File: src/rtl/acc_chk_pkg.sv
package acc_chk_pkg;

  typedef enum logic [1:0] {
    KIND_LOAD  = 2'd0,
    KIND_STORE = 2'd1,
    KIND_FETCH = 2'd2,
    KIND_RSVD  = 2'd3
  } accKind_e;

  localparam logic [2:0] FT_NONE = 3'd0;
  localparam logic [2:0] FT_PROT = 3'd2;
  localparam logic [2:0] FT_PRIV = 3'd3;

  localparam logic [2:0] PERM_ALL = 3'b111;

  // strobes from control to the register datapath
  typedef struct packed {
    logic       recordFault;
    logic       clearStatus;
    logic [2:0] accIdx;
    logic [2:0] faultType;
  } dpCtl_t;

  // rights of one privilege level for an access-control code (bit0 R, bit1 W, bit2 X)
  function automatic logic [2:0] levelRights(input logic [2:0] code, input logic sup);
    logic [2:0] r;
    case (code)
      3'd0: r = 3'b001;
      3'd1: r = 3'b011;
      3'd2: r = 3'b101;
      3'd3: r = 3'b111;
      3'd4: r = 3'b100;
      3'd5: r = sup ? 3'b011 : 3'b001;
      3'd6: r = sup ? 3'b101 : 3'b000;
      default: r = sup ? 3'b111 : 3'b000;
    endcase
    return r;
  endfunction

endpackage

File: src/rtl/acc_chk_decode.sv
module acc_chk_decode
  import acc_chk_pkg::*;
(
  input  logic [2:0] ctlCode,
  input  logic       isStore,
  input  logic       isFetch,
  input  logic       isSuper,
  input  logic       modified,
  output logic [2:0] faultType,
  output logic [2:0] permSet
);

  logic [2:0] rights;
  logic [2:0] needed;
  logic       privHit;

  always_comb begin
    rights  = levelRights(ctlCode, isSuper);
    needed  = isStore ? 3'b010 : (isFetch ? 3'b100 : 3'b001);
    privHit = !isSuper && (ctlCode[2:1] == 2'b11);
    if (privHit)
      faultType = FT_PRIV;
    else if ((rights & needed) == 3'b000)
      faultType = FT_PROT;
    else
      faultType = FT_NONE;
    permSet = rights & {1'b1, modified, 1'b1};
  end

endmodule

File: src/rtl/acc_chk_ctrl.sv
module acc_chk_ctrl
  import acc_chk_pkg::*;
(
  input  logic       clk,
  input  logic       rstN,
  input  logic       reqValid,
  input  logic [1:0] reqKind,
  input  logic       reqSuper,
  input  logic [2:0] reqCtl,
  input  logic       reqModified,
  input  logic       noFaultMode,
  input  logic       trapsEnabled,
  input  logic       statusRead,
  output dpCtl_t     dpCtl,
  output logic       rspValid,
  output logic [2:0] rspPerm,
  output logic [2:0] rspFaultType,
  output logic       instrTrap,
  output logic       dataTrap
);

  logic       isStore;
  logic       isFetch;
  logic [2:0] tblType;
  logic [2:0] tblPerm;
  logic       suppress;
  logic       failed;
  logic       bypass;

  assign isStore = (reqKind == KIND_STORE);
  assign isFetch = (reqKind == KIND_FETCH);

  acc_chk_decode uDecode (
    .ctlCode  (reqCtl),
    .isStore  (isStore),
    .isFetch  (isFetch),
    .isSuper  (reqSuper),
    .modified (reqModified),
    .faultType(tblType),
    .permSet  (tblPerm)
  );

  always_comb begin
    suppress = noFaultMode && !reqSuper;
    failed   = reqValid && (tblType != FT_NONE) && !suppress;
    bypass   = noFaultMode || !trapsEnabled;
    dpCtl.recordFault = failed;
    dpCtl.clearStatus = statusRead;
    dpCtl.accIdx      = {isStore, isFetch, reqSuper};
    dpCtl.faultType   = tblType;
  end

  always_ff @(posedge clk) begin
    if (!rstN) begin
      rspValid     <= 1'b0;
      rspPerm      <= 3'b000;
      rspFaultType <= FT_NONE;
      instrTrap    <= 1'b0;
      dataTrap     <= 1'b0;
    end else begin
      rspValid     <= reqValid;
      rspPerm      <= 3'b000;
      rspFaultType <= FT_NONE;
      instrTrap    <= 1'b0;
      dataTrap     <= 1'b0;
      if (reqValid) begin
        if (failed) begin
          rspFaultType <= tblType;
          rspPerm      <= bypass ? PERM_ALL : 3'b000;
          instrTrap    <= !bypass && isFetch;
          dataTrap     <= !bypass && !isFetch;
        end else begin
          rspPerm <= tblPerm;
        end
      end
    end
  end

  // one trap kind at a time
  assert_one_trap_R9: assert property (@(posedge clk) disable iff (!rstN)
    !(instrTrap && dataTrap));

  // bypass modes never trap
  assert_bypass_no_trap_R8: assert property (@(posedge clk) disable iff (!rstN)
    (reqValid && (noFaultMode || !trapsEnabled)) |=> (!instrTrap && !dataTrap));

  // clean entry never yields write rights in normal mode
  assert_withhold_write_R4: assert property (@(posedge clk) disable iff (!rstN)
    (reqValid && !reqModified && trapsEnabled && !noFaultMode) |=> !rspPerm[1]);

  // no request, no response
  assert_idle_quiet_R12: assert property (@(posedge clk) disable iff (!rstN)
    !reqValid |=> (!rspValid && !instrTrap && !dataTrap));

endmodule

File: src/rtl/acc_chk_regs.sv
module acc_chk_regs
  import acc_chk_pkg::*;
#(
  parameter int VA_W      = 32,
  parameter int PAGE_BITS = 12,
  parameter int STAT_W    = 32
) (
  input  logic              clk,
  input  logic              rstN,
  input  dpCtl_t            dpCtl,
  input  logic [VA_W-1:0]   vaddr,
  output logic [STAT_W-1:0] statusReg,
  output logic [VA_W-1:0]   addrReg
);

  localparam int IDX_LSB  = 5;
  localparam int TYPE_LSB = 2;

  logic [VA_W-1:0]   pageMask;
  logic [STAT_W-1:0] statusNext;

  for (genvar i = 0; i < VA_W; i++) begin : gMask
    assign pageMask[i] = (i >= PAGE_BITS);
  end

  always_comb begin
    statusNext = '0;
    statusNext[0] = (statusReg != '0) && !dpCtl.clearStatus;
    statusNext[1] = 1'b1;
    statusNext[TYPE_LSB +: 3] = dpCtl.faultType;
    statusNext[IDX_LSB  +: 3] = dpCtl.accIdx;
  end

  always_ff @(posedge clk) begin
    if (!rstN) begin
      statusReg <= '0;
      addrReg   <= '0;
    end else begin
      if (dpCtl.recordFault) begin
        statusReg <= statusNext;
        addrReg   <= vaddr & pageMask;
      end else if (dpCtl.clearStatus) begin
        statusReg <= '0;
      end
    end
  end

  // a read with no new fault empties the status
  assert_read_clears_R10: assert property (@(posedge clk) disable iff (!rstN)
    (dpCtl.clearStatus && !dpCtl.recordFault) |=> (statusReg == '0));

  // unread fault followed by another gives overflow plus valid
  assert_overflow_R6: assert property (@(posedge clk) disable iff (!rstN)
    (dpCtl.recordFault && (statusReg != '0) && !dpCtl.clearStatus)
      |=> (statusReg[0] && statusReg[1]));

  // captured address carries the page part of the request
  assert_addr_capture_R7: assert property (@(posedge clk) disable iff (!rstN)
    dpCtl.recordFault |=> (addrReg[VA_W-1:PAGE_BITS] == $past(vaddr[VA_W-1:PAGE_BITS])));

endmodule

File: src/rtl/access_fault_unit.sv
module access_fault_unit
  import acc_chk_pkg::*;
#(
  parameter int VA_W      = 32,
  parameter int PAGE_BITS = 12,
  parameter int STAT_W    = 32
) (
  input  logic              clk,
  input  logic              rstN,
  input  logic              reqValid,
  input  logic [1:0]        reqKind,
  input  logic              reqSuper,
  input  logic [2:0]        reqCtl,
  input  logic              reqModified,
  input  logic [VA_W-1:0]   reqVaddr,
  input  logic              noFaultMode,
  input  logic              trapsEnabled,
  input  logic              statusRead,
  output logic              rspValid,
  output logic [2:0]        rspPerm,
  output logic [2:0]        rspFaultType,
  output logic              instrTrap,
  output logic              dataTrap,
  output logic [STAT_W-1:0] faultStatus,
  output logic [VA_W-1:0]   faultAddr
);

  dpCtl_t dpCtl;

  acc_chk_ctrl uCtrl (
    .clk         (clk),
    .rstN        (rstN),
    .reqValid    (reqValid),
    .reqKind     (reqKind),
    .reqSuper    (reqSuper),
    .reqCtl      (reqCtl),
    .reqModified (reqModified),
    .noFaultMode (noFaultMode),
    .trapsEnabled(trapsEnabled),
    .statusRead  (statusRead),
    .dpCtl       (dpCtl),
    .rspValid    (rspValid),
    .rspPerm     (rspPerm),
    .rspFaultType(rspFaultType),
    .instrTrap   (instrTrap),
    .dataTrap    (dataTrap)
  );

  acc_chk_regs #(
    .VA_W     (VA_W),
    .PAGE_BITS(PAGE_BITS),
    .STAT_W   (STAT_W)
  ) uRegs (
    .clk      (clk),
    .rstN     (rstN),
    .dpCtl    (dpCtl),
    .vaddr    (reqVaddr),
    .statusReg(faultStatus),
    .addrReg  (faultAddr)
  );

  // any trap is backed by a valid status word
  assert_trap_logged_R6: assert property (@(posedge clk) disable iff (!rstN)
    (instrTrap || dataTrap) |-> faultStatus[1]);

endmodule

File: config.mk
export PLATFORM = sky130hd
export DESIGN_NAME = access_fault_unit
export DESIGN_NICKNAME = d
export VERILOG_FILES = /design/src/rtl/acc_chk_pkg.sv /design/src/rtl/acc_chk_decode.sv /design/src/rtl/acc_chk_ctrl.sv /design/src/rtl/acc_chk_regs.sv /design/src/rtl/access_fault_unit.sv
export SDC_FILE = /design/constraint.sdc
export NUM_CORES = 1
export LEC_CHECK = 0
export BUFFER_PORTS_ARGS = -buffer_cell sky130_fd_sc_hd__buf_4
export CORE_ASPECT_RATIO = 0.6
export CORE_MARGIN = 4
export CORE_UTILIZATION = 42
export DETAILED_ROUTE_END_ITERATION = 6
export PLACE_DENSITY = 0.8
export RECOVER_POWER = 50
export SLEW_MARGIN = 0
export SYNTH_ARGS = -nofsm -noshare
export SYNTH_HDL_FRONTEND = slang
export SYNTH_SLANG_ARGS = --single-unit
File: constraint.sdc
create_clock -name clk -period 1.92 [get_ports clk]
set_input_delay 0.576 -clock clk [delete_from_list [all_inputs] [get_ports clk]]
set_output_delay 0.576 -clock clk [all_outputs]
set_load 0.01 [all_outputs]
==> flow_metrics.tcl, run 1 <==
set metrics [dict create \
    power_leakage_nw 0.9775 \
    final.setup_skew_ps 5.874 \
    syn_avg_cell_area_um2 9.216 \
    max-cap-violations 0 \
    dp_hpwl_mm 2.946 \
    routedWlPerCell_um 11.69 \
    multi_input_area_um2 897.1 \
    cts_setup_buffers 0 \
    synth.most_common_cell "nand2_1" \
    insertedDiodeCount 0 \
    synthDistinctLibCells 34 \
    ys_seq_area_share_pct 38.59 \
    grt_use_total_pct 13.68 \
    grt_pass1_wl_mm 5.865 \
    seq_area_um2 700.7 \
    area_growth_pct 20.61 \
    clock_power_share_pct 32.1 \
    worstSetupPathType "in -> reg" \
    clkTransAtPathRegs_ps 70 \
    synth_area_um2 1815 \
    grt_pass1_vias 1242 \
    post_cts_resized 0 \
    drt_first_iter_violations 21 \
    p_seq_share_pct 49.1 \
    worstPathRequired_ps 2130 \
    period_share_pct 88.15 \
    dieArea_um2 5473 \
    arrival_ps 1900 \
    htreeDepth 2 \
    end_kind "flop" \
    first_pass_iters 4 \
    p_comb_share_pct 18.8 \
    numCtsBuffers 5 \
    critical_path.max_fanout 25 \
    startpoint_type "input port" \
    p_sw_uw 451.2 \
    synthArstFlopShare_pct 0 \
    layout-drive-gt1-share_pct 21.43 \
    ioPinCount 118 \
    fillers 435 \
    p_int_mw 1.141 \
    layoutNonFillerInstCount 326 \
    rsz0062_at_grt "false" \
    clk_latency_ps 280 \
    die_w_um 92.88 \
    ant_nets 0 \
    core_um2 4144 \
    max_freq_mhz 590.9 \
    ys_seq_elements 35 \
    cts.sinks 35 \
    cts_hold_buf 0 \
    synth_area_leader_cell "dfxtp_1" \
    cts_tree "yes" \
    setup_viol 0 \
    synth_top_area_share_pct 38.59 \
    fin_hold_ws_ps 454.5 \
    synthTopCellsByArea "dfxtp_1 39%, buf_4 16%, mux2i_1 13%" \
    hold_violations 0 \
    synth_edf_count 0 \
    grt-ovfl-total 0 \
    placedCellCount 318 \
    yosysWarnings 0 \
    synth_commonest_cells "51 x nand2_1, 38 x buf_4, 35 x dfxtp_1" \
    rows 18 \
    grt_max_degree 49 \
    grt_antenna_before_repair 0 \
    synthCells 197 \
    drv_slew 0 \
    hold_class "reg -> reg" \
    nets 313 \
    p_per_area_nw_per_um2 727.3 \
    ir_drop_mv 0.3249 \
    cts.path.max_buffers 2 \
    fp.dieH_um 58.93 \
    io_buffers 67 \
    status "completed" \
    finalWirelength_mm 3.812 \
    drc 0 \
    vias 1388 \
    p_sw_share_pct 28.33 \
    period_needed_ps 1692 \
    yosys_most_used_dff "dfxtp_1" \
    start_util_pct 43.81 \
    gp_congestion 0.7862 \
    vias_per_cell 4.258 \
    root_buffer "clkbuf_8" \
]
## power groups by stage
| stage | sequential [mW] | clock (mW) | combinational, mW |
|---|---|---|---|
| 2_1_floorplan | 0.817 | 0 | 0.226 |
| 3_3_place_gp | 0.798 | 0 | 0.323 |
| 3_5_place_dp | 0.799 | 0 | 0.330 |
| 4_1_cts | 0.783 | 0.529 | 0.330 |
| 5_1_grt | 0.786 | 0.567 | 0.329 |
| 6_report | 0.782 | 0.512 | 0.299 |
## layout make-up
class | instances | share of cell area (%)
Clock buffer | 5 | 3.143
Inverter | 4 | 0.6857
Sequential cell | 35 | 32.00
Clock inverter | 3 | 0.6857
Timing Repair Buffer | 71 | 19.09
Multi-Input combinational cell | 148 | 40.97
Tap cell | 60 | 3.429
## per-stage QoR
| stage | total power, mW | utilization [%] | TNS, ps | setup WS [ps] | cell area (um2) |
|---|---|---|---|---|---|
| CTS | 1.642 | 55.92 | 0 | 223.7 | 2317 |
| floorplan | 1.043 | - | 0 | 133.8 | 1954 |
| global route | 1.682 | 52.84 | 0 | 129.8 | 2190 |
| finish | 1.593 | 52.84 | 0 | 227.5 | 2190 |
| global placement | 1.121 | 53.89 | -0.5730 | -0.5730 | 2233 |
| detailed placement | 1.129 | 53.89 | -1134 | -78.46 | 2233 |
## worst paths after layout
kind,start,end,slack [ps],cells after the start
max,reqKind[0],uRegs.addrReg[21],230,7
min,uRegs.addrReg[28],uRegs.addrReg[28],450,2
max reg2reg,uRegs.statusReg[7],uRegs.statusReg[0],510,3
min reg2reg,uRegs.addrReg[28],uRegs.addrReg[28],450,2
## logic make-up after synthesis
kind of cell    Yosys count  share of synthesized area, %
flops                    35                         38.59
compound gates           13                         7.512
buf+inv                  51                         19.64
simple gates             70                         18.47
fa+ha+maj                 3                         2.068
mux                      24                         13.51
other cells               1                        0.2066
## worst max-delay path, cell delays in order
cell	delay, ps
buf_4	120
ha_1	210
nand2_1	80
o221ai_2	160
nor3_4	290
buf_12	240
mux2i_1	210
## metal layers
layer | vias to the layer above | part of all wire (%) | global-route usage (%)
met2 | 49 | 47 | 22.31
met5 | - | 0 | 0
met3 | 6 | 8.3 | 5.109
met1 | 631 | 44 | 17.12
met4 | 0 | 0.81 | 3.967
li1 | 702 | - | -
## placed cells by master (no fill, tap or decap), drive strengths merged
cell type / netlist / routed
a22o: 2 / 2
and2: 2 / 2
and4: 2 / 2
and4b: 1 / 1
buf: 41 / 37
clkbuf: 6 / 39
clkinv: 0 / 3
conb: 1 / 38
dfxtp: 35 / 35
ha: 3 / 3
inv: 4 / 4
mux2: 1 / 1
mux2i: 23 / 23
nand2: 51 / 51
nand2b: 1 / 1
nand4: 1 / 1
nor2: 2 / 2
nor2b: 6 / 6
nor3: 2 / 2
o21a: 3 / 3
o21ai: 3 / 3
o21bai: 1 / 1
o221ai: 1 / 1
o2bb2ai: 1 / 1
o31a: 1 / 1
o32ai: 1 / 1
or4: 1 / 1
or4b: 1 / 1
## sequential cells by signal, summed over array words and instances, names as in the netlist
| register | cells |
|---|---|
| uCtrl.instrTrap | 1 |
| uCtrl.dataTrap | 1 |
| uCtrl.rspFaultType | 2 |
| uRegs.addrReg | 20 |
| uRegs.statusReg | 7 |
| uCtrl.rspPerm | 3 |
| uCtrl.rspValid | 1 |
(Power assumes the default switching activity.)
==> inputs of run 2 (changes only) <==
--- a/config.mk
+++ b/config.mk
@@ -8,9 +8,9 @@
 export BUFFER_PORTS_ARGS = -buffer_cell sky130_fd_sc_hd__buf_4
 export CORE_ASPECT_RATIO = 0.6
 export CORE_MARGIN = 4
-export CORE_UTILIZATION = 42
+export CORE_UTILIZATION = 38
 export DETAILED_ROUTE_END_ITERATION = 6
-export PLACE_DENSITY = 0.8
+export PLACE_DENSITY = 0.76
 export RECOVER_POWER = 50
 export SLEW_MARGIN = 0
 export SYNTH_ARGS = -nofsm -noshare
==> constraint.sdc (replaced) <==
create_clock -name clk -period 1.45 [get_ports clk]
set_input_delay 0.435 -clock clk [delete_from_list [all_inputs] [get_ports clk]]
set_output_delay 0.435 -clock clk [all_outputs]
set_load 0.01 [all_outputs]
==> run 2 against run 1 <==
The run now ends with negative setup slack left. Critical endpoint is now uRegs.addrReg[31]. Design area increased by 11%. Hold slack got worse by 55 ps. Die area increased by 9.3%. Worst setup slack got worse by 230 ps. First-iteration DRC count increased by 48%. Non-clock buffer count increased by 15. Register-to-register slack got worse by 460 ps. Clock power increased by 33%. Combinational power increased by 57%. Wire length increased by 5.1%. Critical path depth decreased by 1. Largest cell class unchanged.
==> flow_metrics.tcl, run 2 (synthesis gave the netlist of run 1 again) <==
set metrics [dict create \
    root_buffer "clkbuf_8" \
    p_per_area_nw_per_um2 897.5 \
    worstSetupPathType "in -> reg" \
    fin_setup_tns_ps -0.4706 \
    startpoint_type "input port" \
    setup_viol 1 \
    ir_drop_mv 0.4602 \
    hold_depth 3 \
    violations "negative setup slack" \
    fillers 439 \
    critical_path.max_fanout 22 \
    cts_setup_buffers 0 \
    routedWlPerCell_um 11.65 \
    cts.sinks 35 \
    min_to "uRegs.addrReg[21]" \
    worstPathRequired_ps 1660 \
    core_um2 4588 \
    rsz0062_at_grt "true" \
    end_kind "flop" \
    layout_common_cells "56 x buf_4, 48 x nand2_1, 38 x conb_1" \
    numCtsBuffers 5 \
    cts_hold_buf 0 \
    finalWirelength_mm 4.008 \
    grt_antenna_before_repair 0 \
    drc 0 \
    period_needed_ps 1450 \
    drt_first_iter_violations 31 \
    cts.path.max_buffers 2 \
    hold_violations 0 \
    layoutNonFillerInstCount 344 \
    layout_commonest_cell "buf_4" \
    r2r_cells 3 \
    fp.dieH_um 61.54 \
    largest_reg_flops 20 \
    drv_slew 0 \
    clkTransAtPathRegs_ps 70 \
    arrival_ps 1660 \
    gp_congestion 0.7510 \
    ant_nets 0 \
    dieArea_um2 5984 \
    insertedDiodeCount 0 \
    area_growth_pct 34.32 \
    start_util_pct 39.57 \
    power_leakage_nw 1.112 \
    first_pass_iters 4 \
    rows 19 \
    reg2reg_slack_ps 50 \
    status "complete, but fails checks" \
    hp-start "reqVaddr[21]" \
    io_buffers 67 \
    nets 328 \
    cts_tree "yes" \
    clk_latency_ps 280 \
    period_share_pct 100.0 \
    grt-ovfl-total 0 \
    grt_pass1_wl_mm 6.127 \
    p_total_mw 2.189 \
    placedCellCount 336 \
    vias 1439 \
    grt_use_total_pct 12.97 \
    grt_max_degree 26 \
    setup_ws_ps -0.4706 \
    r2r_end "uRegs.statusReg[0]" \
    layout-drive-gt1-share_pct 31.32 \
    grt_pass1_vias 1342 \
    ioPinCount 118 \
    htreeDepth 2 \
    regMostFlops "uRegs.addrReg" \
    max-cap-violations 0 \
    reg_top3 "uRegs.addrReg: 20 flops, uRegs.statusReg: 7 flops, uCtrl.rspPerm: 3 flops" \
    pre_cts_slack_ps -330.2 \
    final.setup_skew_ps 5.342 \
    vias_per_cell 4.183 \
    hold_class "in -> reg" \
    dp_hpwl_mm 3.061 \
    max_freq_mhz 689.4 \
    rr_startpoint "uRegs.statusReg[7]" \
    die_w_um 97.24 \
]
## run 2: report_power, final
part / switching, mW / total [mW] / internal, mW
Clock: 0.345 / 0.682 / 0.337
Combinational: 0.243 / 0.470 / 0.227
Sequential: 0.0242 / 1.04 / 1.01
## run 2: layout make-up
| cell class | instances | area, um2 | share of cell area [%] |
|---|---|---|---|
| clock buffer | 7 | 76.32 | 3.130 |
| clock inverter | 1 | 5.005 | 0.2052 |
| inverter | 4 | 17.52 | 0.7183 |
| multi-input combinational | 148 | 962.2 | 39.46 |
| sequential | 35 | 700.7 | 28.73 |
| tap | 63 | 78.83 | 3.232 |
| timing repair buffer | 86 | 598.1 | 24.53 |
## run 2: worst max-delay path, stage by stage
cell and delay (ps):
buf_6 100, mux2_4 300, o21a_4 210, nor3_4 180, buf_12 220, mux2i_1 200
## run 2: worst max path at each step
| stage | from | endpoint | slack, ps | cells past startpoint |
|---|---|---|---|---|
| floorplan | reqCtl[1] | uRegs.addrReg[25] | -100 | 5 |
| global placement | reqKind[1] | uRegs.addrReg[14] | -300 | 8 |
| detailed placement | reqKind[1] | uRegs.addrReg[27] | -330 | 8 |
| CTS | reqKind[0] | uRegs.statusReg[0] | -2 | 8 |
| global route | reqCtl[1] | uRegs.addrReg[12] | -50 | 6 |
| finish | reqCtl[1] | uRegs.addrReg[31] | -0.5 | 6 |
## run 2: through the flow
| stage | util (%) | hold WS, ps | cell area, um2 |
|---|---|---|---|
| after floorplan | - | 479.0 | 1999 |
| after global placement | 52.20 | 441.9 | 2395 |
| after detailed placement | 52.20 | 448.1 | 2395 |
| after CTS | 54.38 | 390.6 | 2495 |
| after global routing | 53.15 | 393.7 | 2439 |
| final | 53.15 | 399.1 | 2439 |
## run 2: timing repair
action | CTS | global route
endpoints found under the hold margin | 0 | 0
resized for setup | 4 | 8
setup endpoints to repair | 12 | 28
## run 2: layer usage
layer,share of wire [%],vias to the layer above,GRT usage [%]
li1,-,734,-
met1,43,652,15.05
met2,47,45,21.57
met3,8.6,8,6.222
met4,1.2,0,4.734
met5,0,-,0
==> inputs of run 3 (changes only) <==
==> constraint.sdc (replaced) <==
create_clock -name clk -period 1.45 [get_ports clk]
set_input_delay 0.29 -clock clk [delete_from_list [all_inputs] [get_ports clk]]
set_output_delay 0.29 -clock clk [all_outputs]
set_load 0.01 [all_outputs]
==> run 3 against run 2 <==
The flow now finishes without violations. Count of clock-buffer cells in the layout is 1 lower. First-iteration DRC count is 16% lower. Design area decreased by 2.8%. Highest routed layer unchanged.
==> flow_metrics.tcl, run 3 (synthesis gave the netlist of run 1 again) <==
set metrics [dict create \
    dp_hpwl_mm 3.163 \
    rows 19 \
    max_freq_mhz 707.3 \
    path_delay_family "simple AND/OR/NAND/NOR gates" \
    final.setup_skew_ps 1.753 \
    htreeDepth 2 \
    io_buffers 67 \
    area_growth_pct 30.60 \
    drv_slew 0 \
    critPathMaxStageDelay_ps 520 \
    p_seq_share_pct 43.6 \
    drt_first_iter_violations 26 \
    grt_pass1_wl_mm 6.154 \
    cts_tree "yes" \
    crit_chain "or4_1, o31a_1, a22o_4" \
    grt_antenna_before_repair 0 \
    core_um2 4588 \
    p_int_mw 1.775 \
    period_needed_ps 1414 \
    start_util_pct 39.57 \
    routedWlPerCell_um 11.54 \
    vias_per_cell 4.114 \
    status "completed" \
    regMostFlops "uRegs.addrReg" \
    cp_slowest_cell "or4_1" \
    p_comb_share_pct 18.6 \
    power_leakage_nw 1.071 \
    grt_max_degree 26 \
    setup_ws_ps 36.23 \
    p_per_area_nw_per_um2 1002 \
    dieArea_um2 5984 \
    insertedDiodeCount 0 \
    pre_cts_slack_ps -263.0 \
    grt_pass1_vias 1336 \
    gp_congestion 0.7347 \
    layout_common_cells "51 x nand2_1, 51 x buf_4, 38 x conb_1" \
    worstPathRequired_ps 1630 \
    end_kind "flop" \
    root_buffer "clkbuf_8" \
    cts.sinks 35 \
    startpoint_type "flop" \
    hold_depth 3 \
    utilization_pct 51.68 \
    setup_viol 0 \
    first_pass_iters 4 \
    max-cap-violations 0 \
    path_buf_inv 0 \
    fp.dieH_um 61.54 \
    p_sw_uw 601.1 \
    numCtsBuffers 5 \
    worstSetupPathType "reg -> reg" \
    clk_latency_ps 280 \
    p_total_mw 2.376 \
    layout-drive-gt1-share_pct 26.79 \
    finalWirelength_mm 3.958 \
    arrival_ps 1590 \
    fin_setup_tns_ps 0 \
    drc 0 \
    hold_violations 0 \
    nets 327 \
    largest_reg_flops 20 \
    cts_hold_buf 0 \
    layoutNonFillerInstCount 343 \
    vias 1411 \
    r2r_cells 3 \
    p_sw_share_pct 25.30 \
    ir_drop_mv 0.4954 \
    clock_power_share_pct 37.8 \
    hold_class "in -> reg" \
    period_share_pct 97.50 \
    grt_use_total_pct 12.98 \
    cts.path.max_buffers 2 \
    placedCellCount 333 \
    die_w_um 97.24 \
    reg_top3 "uRegs.addrReg: 20 flops, uRegs.statusReg: 7 flops, uCtrl.rspPerm: 3 flops" \
    critical_path.max_fanout 3 \
    ioPinCount 118 \
    path_depth 3 \
    ant_nets 0 \
    grt-ovfl-total 0 \
    clkTransAtPathRegs_ps 70 \
]
## run 3: final cells by class
class,count,area [um2]
Tap cell,63,78.83
Clock buffer,6,82.58
Sequential cell,35,700.7
Clock inverter,2,35.03
Inverter,4,15.01
Fill cell,471,2217
Multi-Input combinational cell,148,924.6
Timing Repair Buffer,85,534.3
## run 3: tightest hold or removal path: cells and delay by family
kind | cells | cell delay [ps]
buf+inv | 1 | 110
mux | 1 | 50
simple gates | 1 | 40
## run 3: what timing repair did
| item | in CTS | in global routing |
|---|---|---|
| setup buffers | 0 | 2 |
| endpoints found under the setup margin | 0 | 13 |
| resized for setup | 0 | 3 |
## run 3: final timing paths
| check | slack [ps] | to | startpoint |
|---|---|---|---|
| setup reg to reg | 40 | uRegs.statusReg[0] | uRegs.statusReg[7] |
| hold / removal | 260 | uRegs.addrReg[24] | reqVaddr[24] |
| hold reg to reg | 460 | uRegs.addrReg[27] | uRegs.addrReg[27] |
| setup / recovery | 40 | uRegs.statusReg[0] | uRegs.statusReg[7] |
## run 3: power by group through the flow
stage	registers (mW)	clock network [mW]	logic [mW]
6_report	1.04	0.898	0.443
5_1_grt	1.04	0.974	0.491
4_1_cts	1.04	0.930	0.468
3_5_place_dp	1.06	0	0.467
3_3_place_gp	1.06	0	0.458
2_1_floorplan	1.08	0	0.302
## run 3: routing by layer
layer	vias to the layer above	track usage [%]	wire, um
met5	-	0	0
met4	0	2.959	12
met3	2	6.674	347
met1	636	15.21	1709
li1	729	-	-
met2	44	21.86	1888
## run 3: through the flow
step,hold WS (ps),area (um2)
after detailed placement,449.9,2338
after global routing,245.3,2371
after floorplan,432.1,1966
after CTS,247.1,2456
final,258.8,2371
after global placement,442.1,2338
